File: config.mk
export PLATFORM = sky130hd
export DESIGN_NAME = irq_status_bank
export DESIGN_NICKNAME = d
export VERILOG_FILES = /design/src/rtl/irq_bank_pkg.sv /design/src/rtl/irq_reg_decode.sv /design/src/rtl/irq_state_cell.sv /design/src/rtl/irq_read_mux.sv /design/src/rtl/irq_status_bank.sv
export SDC_FILE = /design/constraint.sdc
export NUM_CORES = 1
export LEC_CHECK = 0
export BUFFER_PORTS_ARGS = -buffer_cell sky130_fd_sc_hd__buf_2
export CAP_MARGIN = 20
export CORE_MARGIN = 2
export CORE_UTILIZATION = 36
export DETAILED_ROUTE_END_ITERATION = 12
export PLACE_DENSITY = 0.79
export SYNTH_ARGS = -nofsm -noshare
export SYNTH_HDL_FRONTEND = slang
export SYNTH_HIERARCHICAL = 1
export SYNTH_SLANG_ARGS = --single-unit
export TNS_END_PERCENT = 5
File: constraint.sdc
create_clock -name clk -period 1.8 [get_ports clk]
set_input_delay 0.18 -clock clk [delete_from_list [all_inputs] [get_ports clk]]
set_output_delay 0.18 -clock clk [all_outputs]
set_load 0.01 [all_outputs]
File: src/rtl/irq_bank_pkg.sv
package irq_bank_pkg;

   // Byte offsets of the three word registers
   localparam int unsigned OFS_STATUS = 32'h0;
   localparam int unsigned OFS_MASK   = 32'h4;
   localparam int unsigned OFS_INJECT = 32'h8;

   // Source positions; a neighbour relies on this order
   localparam int unsigned SRC_TX_WMARK = 0;
   localparam int unsigned SRC_RX_WMARK = 1;
   localparam int unsigned SRC_TX_EMPTY = 2;
   localparam int unsigned SRC_RX_OVF   = 3;

   typedef enum logic [1:0] {
      SEL_NONE   = 2'd0,
      SEL_STATUS = 2'd1,
      SEL_MASK   = 2'd2,
      SEL_INJECT = 2'd3
   } reg_sel_e;

endpackage

File: src/rtl/irq_reg_decode.sv
module irq_reg_decode
   import irq_bank_pkg::*;
#(
   parameter int unsigned ADDR_W = 4
) (
   input  logic [ADDR_W-1:0] addr,
   output reg_sel_e          sel
);

   generate
      if (ADDR_W < 4) begin : g_bad_addr_w
         $error("irq_reg_decode: ADDR_W must cover offset 0x8");
      end
   endgenerate

   always_comb begin
      if (addr == ADDR_W'(OFS_STATUS))
         sel = SEL_STATUS;
      else if (addr == ADDR_W'(OFS_MASK))
         sel = SEL_MASK;
      else if (addr == ADDR_W'(OFS_INJECT))
         sel = SEL_INJECT;
      else
         sel = SEL_NONE;
   end

endmodule

File: src/rtl/irq_state_cell.sv
module irq_state_cell #(
   parameter bit IRQ_REG = 1'b1
) (
   input  logic clk,
   input  logic rst_n,
   input  logic evt,
   input  logic set_req,
   input  logic clr_req,
   input  logic mask_wr,
   input  logic mask_wdata,
   output logic pend_q,
   output logic mask_q,
   output logic irq
);

   // Event and injection take priority over a clear in the same cycle
   always_ff @(posedge clk or negedge rst_n) begin
      if (!rst_n) begin
         pend_q <= 1'b0;
         mask_q <= 1'b0;
      end else begin
         if (evt || set_req)
            pend_q <= 1'b1;
         else if (clr_req)
            pend_q <= 1'b0;
         if (mask_wr)
            mask_q <= mask_wdata;
      end
   end

   generate
      if (IRQ_REG) begin : g_irq_reg
         logic irq_q;
         always_ff @(posedge clk or negedge rst_n) begin
            if (!rst_n)
               irq_q <= 1'b0;
            else
               irq_q <= pend_q & mask_q;
         end
         assign irq = irq_q;


         masked_quiet_chk: assert property (@(posedge clk) disable iff (!rst_n)
            !$past(mask_q) |-> !irq);

         rise_cause_chk: assert property (@(posedge clk) disable iff (!rst_n)
            $rose(irq) |-> $past(pend_q && mask_q));
      end else begin : g_irq_comb
         assign irq = pend_q & mask_q;
      end
   endgenerate


   event_sets_chk: assert property (@(posedge clk) disable iff (!rst_n)
      evt |=> pend_q);

   clear_works_chk: assert property (@(posedge clk) disable iff (!rst_n)
      (clr_req && !evt && !set_req) |=> !pend_q);

   inject_sets_chk: assert property (@(posedge clk) disable iff (!rst_n)
      set_req |=> pend_q);

   event_wins_chk: assert property (@(posedge clk) disable iff (!rst_n)
      (evt && clr_req) |=> pend_q);

   pend_hold_chk: assert property (@(posedge clk) disable iff (!rst_n)
      !(evt || set_req || clr_req) |=> $stable(pend_q));

endmodule

File: src/rtl/irq_read_mux.sv
module irq_read_mux
   import irq_bank_pkg::*;
#(
   parameter int unsigned NUM_SRC = 4,
   parameter int unsigned DATA_W  = 32
) (
   input  logic               rd,
   input  reg_sel_e           sel,
   input  logic [NUM_SRC-1:0] pend,
   input  logic [NUM_SRC-1:0] mask,
   output logic [DATA_W-1:0]  rdata
);

   always_comb begin
      rdata = '0;
      if (rd) begin
         case (sel)
            SEL_STATUS: rdata[NUM_SRC-1:0] = pend;
            SEL_MASK:   rdata[NUM_SRC-1:0] = mask;
            default:    rdata = '0;
         endcase
      end
   end

endmodule

File: src/rtl/irq_status_bank.sv
module irq_status_bank
   import irq_bank_pkg::*;
#(
   parameter int unsigned NUM_SRC = 4,
   parameter int unsigned DATA_W  = 32,
   parameter int unsigned ADDR_W  = 4,
   parameter bit          IRQ_REG = 1'b1
) (
   input  logic               clk,
   input  logic               rst_n,
   input  logic               reg_wr,
   input  logic               reg_rd,
   input  logic [ADDR_W-1:0]  reg_addr,
   input  logic [DATA_W-1:0]  reg_wdata,
   output logic [DATA_W-1:0]  reg_rdata,
   input  logic [NUM_SRC-1:0] evt_pulse,
   output logic [NUM_SRC-1:0] irq_out
);

   localparam int unsigned SPARE_W = DATA_W - NUM_SRC;

   generate
      if (NUM_SRC < 1 || NUM_SRC > DATA_W) begin : g_bad_num_src
         $error("irq_status_bank: NUM_SRC must lie in 1..DATA_W");
      end
      if (SPARE_W > 0) begin : g_spare
         logic unused_wdata_hi;
         assign unused_wdata_hi = ^reg_wdata[DATA_W-1:NUM_SRC];
      end
   endgenerate

   reg_sel_e           sel;
   logic               wr_status;
   logic               wr_mask;
   logic               wr_inject;
   logic [NUM_SRC-1:0] pend_vec;
   logic [NUM_SRC-1:0] mask_vec;

   irq_reg_decode #(.ADDR_W(ADDR_W)) i_decode (
      .addr (reg_addr),
      .sel  (sel)
   );

   assign wr_status = reg_wr && (sel == SEL_STATUS);
   assign wr_mask   = reg_wr && (sel == SEL_MASK);
   assign wr_inject = reg_wr && (sel == SEL_INJECT);

   generate
      for (genvar i = 0; i < NUM_SRC; i++) begin : g_src
         irq_state_cell #(.IRQ_REG(IRQ_REG)) i_cell (
            .clk        (clk),
            .rst_n      (rst_n),
            .evt        (evt_pulse[i]),
            .set_req    (wr_inject && reg_wdata[i]),
            .clr_req    (wr_status && reg_wdata[i]),
            .mask_wr    (wr_mask),
            .mask_wdata (reg_wdata[i]),
            .pend_q     (pend_vec[i]),
            .mask_q     (mask_vec[i]),
            .irq        (irq_out[i])
         );
      end
   endgenerate

   irq_read_mux #(.NUM_SRC(NUM_SRC), .DATA_W(DATA_W)) i_rmux (
      .rd    (reg_rd),
      .sel   (sel),
      .pend  (pend_vec),
      .mask  (mask_vec),
      .rdata (reg_rdata)
   );


   read_no_effect_chk: assert property (@(posedge clk) disable iff (!rst_n)
      (!reg_wr && evt_pulse == '0) |=> ($stable(pend_vec) && $stable(mask_vec)));

   mask_write_keeps_pend_chk: assert property (@(posedge clk) disable iff (!rst_n)
      (wr_mask && evt_pulse == '0) |=> $stable(pend_vec));

   bad_offset_ignored_chk: assert property (@(posedge clk) disable iff (!rst_n)
      (reg_wr && sel == SEL_NONE && evt_pulse == '0) |=>
         ($stable(pend_vec) && $stable(mask_vec)));

endmodule

==> flow_summary.ini <==
[status]
status = completed

[cts]
cts_tree = built
postCtsHoldBufs = 1
cts_setup_buffers = 0
clk_latency_ns = 0.26
cts_buffers = 3
clk_path_buf_depth = 2
clock-sinks = 12
htree_levels = 1
root_buffer = clkbuf_4
ctsResizeCount = 0
clk_pin_slew_ns = 0.06

[sta]
grt_setup_unrepaired = false
setup_viol = 0
finalCritPeriodShare_pct = 89.5
fmax_mhz = 621
finalCriticalPeriod_ns = 1.61
tns_ns = 0
worst_clock_skew_ns = 0.000242
hold_violations = 0
setup_ws_ns = 0.189
slew_viol_final = 0

[worst_setup_path]
critPathTopFamily = simple AND/OR/NAND/NOR gates
start_kind = input pin
path_buf_inv = 2
crit_type = input pin to output port
crit_fanout = 8
worstPathArrival_ns = 1.43
slowest_stage = nor3_2
cpMostUsedCell = buf_2
cp.required_ns = 1.62
path_cells = buf_2 > xnor2_1 > nor3_2 > ha_1 > nand2b_4 > nor2_1 > buf_2
slowest_delay_ns = 0.32
end_kind = output port

[cells_and_area]
instances_no_fill = 142
syn_to_final_growth_pct = 10.5
n_antenna_cell = 0
fillers = 227
fin_nets = 162
drive_above_1_share_pct = 30.7

[grt]
grt.total_usage_pct = 10.4
antenna_found_initial = 0
grt_pass1_wl_um = 2090
grt_pass1_vias = 500
grt_start_max_net_pins = 13
overflow = 0

[drt]
ant_nets = 0
finalWirelength_um = 1350
viasPerCell = 3.94
drc = 0
drt_first_pass_iters = 4
num_vias = 559
drtIter0Drc = 10
wire_per_inst_um = 9.53

[floorplanning]
initial_core_util_pct = 38.4
ioPinCount = 80
die_area_um2 = 2760
die_w_um = 52.6
coreArea_um2 = 2210
die_y_um = 52.6
rows = 17

[synth]
seq_area_frac_synth_pct = 35.3
ys_async_sr_fraction_pct = 100
synth_enable_flop_cells = 0
ys_warn_count = 6
synth.area.top_cells = dfrtp_1 (35%), buf_4 (25%), mux2_4 (7.1%), and4b_1 (4.7%), and4_1 (4.1%)
netlist_instances = 86
ys_seq_elements = 12
synth_top_area_share_pct = 35.3
synth.most_common_cell = buf_4
synth_common_cells = buf_4 (28), dfrtp_1 (12), nor2_1 (8)
syn_avg_cell_area_um2 = 9.88
ys_dominant_reg_cell = dfrtp_1
yosysTopAreaCell = dfrtp_1
netlist_area_um2 = 850
ys_types = 17

[placement]
hpwl_um = 1170
port_buffers = 23
gp_congestion = 0.734
place_inst = 138
dp_slack_ns = 0.167

[power]
max-vdd-ir-drop_mv = 0.265
leakage_nw = 0.523
powerDensity_nw_per_um2 = 730

[min_path]
hp-class = input pin to register

[run]
maxCapViolations = 0
## path summary, 6_finish.rpt
check	from	to	slack, ns	depth (start not counted)
setup / recovery	reg_addr[2]	reg_rdata[0]	0.19	7
hold / removal	evt_pulse[1]	g_src[1].i_cell/pend_q$_DFFE_PN0P_	0.11	3
setup reg to reg	g_src[3].i_cell/mask_q$_DFFE_PN0P_	g_src[3].i_cell/mask_q$_DFFE_PN0P_	1.01	1
hold reg to reg	g_src[3].i_cell/pend_q$_DFFE_PN0P_	g_src[3].i_cell/irq$_DFF_PN0_	0.52	1
max in group asynchronous	rst_n	g_src[2].i_cell/pend_q$_DFFE_PN0P_	1.27	2
min in group asynchronous	rst_n	g_src[3].i_cell/irq$_DFF_PN0_	0.32	2
## report_power, final
| part | internal, mW | leakage (nW) | switching, mW |
|---|---|---|---|
| clock | 0.0771 | 0.0138 | 0.0724 |
| sequential | 0.322 | 0.132 | 0.0286 |
| combinational | 0.0923 | 0.377 | 0.0935 |
## layout by cell type, fill, tap and decap left out
| master | netlist | layout |
|---|---|---|
| inv_1 | 6 | 6 |
| and4_1 | 4 | 4 |
| nor3_1 | 1 | 1 |
| a22oi_1 | 4 | 4 |
| nor2_1 | 8 | 8 |
| buf_2 | 0 | 23 |
| xnor2_1 | 1 | 1 |
| dlygate4sd3_1 | 0 | 1 |
| nand2b_4 | 1 | 1 |
| o21ai_0 | 4 | 4 |
| buf_4 | 28 | 2 |
| clkbuf_4 | 0 | 3 |
| nor3_2 | 1 | 1 |
| dfrtp_1 | 12 | 12 |
| and4b_1 | 4 | 4 |
| and3b_2 | 1 | 1 |
| mux2_4 | 4 | 4 |
| ha_1 | 2 | 2 |
| conb_1 | 1 | 28 |
| and2_1 | 4 | 4 |
## per-layer routing
| layer | routed length (um) | up-vias | GRT usage (%) |
|---|---|---|---|
| met5 | 0 | - | 0 |
| met4 | 0 | 0 | 6.41 |
| met3 | 117 | 0 | 0.857 |
| met2 | 669 | 32 | 16.3 |
| met1 | 566 | 239 | 13.7 |
| li1 | - | 288 | - |
## through the flow
stage	power [mW]	instance area, um^2	hold slack (ns)	utilization (%)
after global placement	0.528	906	0.0574	41.0
final	0.685	938	0.114	42.4
after global routing	0.737	938	0.107	42.4
after floorplan	0.511	951	-0.116	-
after CTS	0.694	938	0.113	42.4
after detailed placement	0.542	906	0.0684	41.0
## layout make-up
type | count | area [um^2] | area share [%]
sequential | 12 | 300 | 32.0
clock buffer | 3 | 22.5 | 2.40
multi-input combinational | 67 | 418 | 44.5
tap | 28 | 35.0 | 3.73
inverter | 6 | 22.5 | 2.40
timing repair buffer | 26 | 140 | 14.9
## registers in the layout (all words and copies together) (netlist names)
signal and cells:
g_src.i_cell/irq 4, g_src.i_cell/mask_q 4, g_src.i_cell/pend_q 4
## logic make-up (layout without fill, tap and decap cells)
kind of cell / after synthesis / in the layout / share of synthesized area, %
AO/OA/AOI/OAI: 8 / 8 / 5.89
XOR/XNOR: 1 / 1 / 1.03
adder cells (fa/ha/maj): 2 / 2 / 2.95
buffers and inverters: 34 / 35 / 27.4
flip-flops: 12 / 12 / 35.3
multiplexers: 4 / 4 / 7.07
other: 1 / 28 / 0.441
AND/OR/NAND/NOR: 24 / 24 / 19.9
## worst min-delay path, stage by stage
cell	delay, ns
buf_2	0.08
nor2_1	0.03
o21ai_0	0.05
Power figures use the tool's default switching activity.
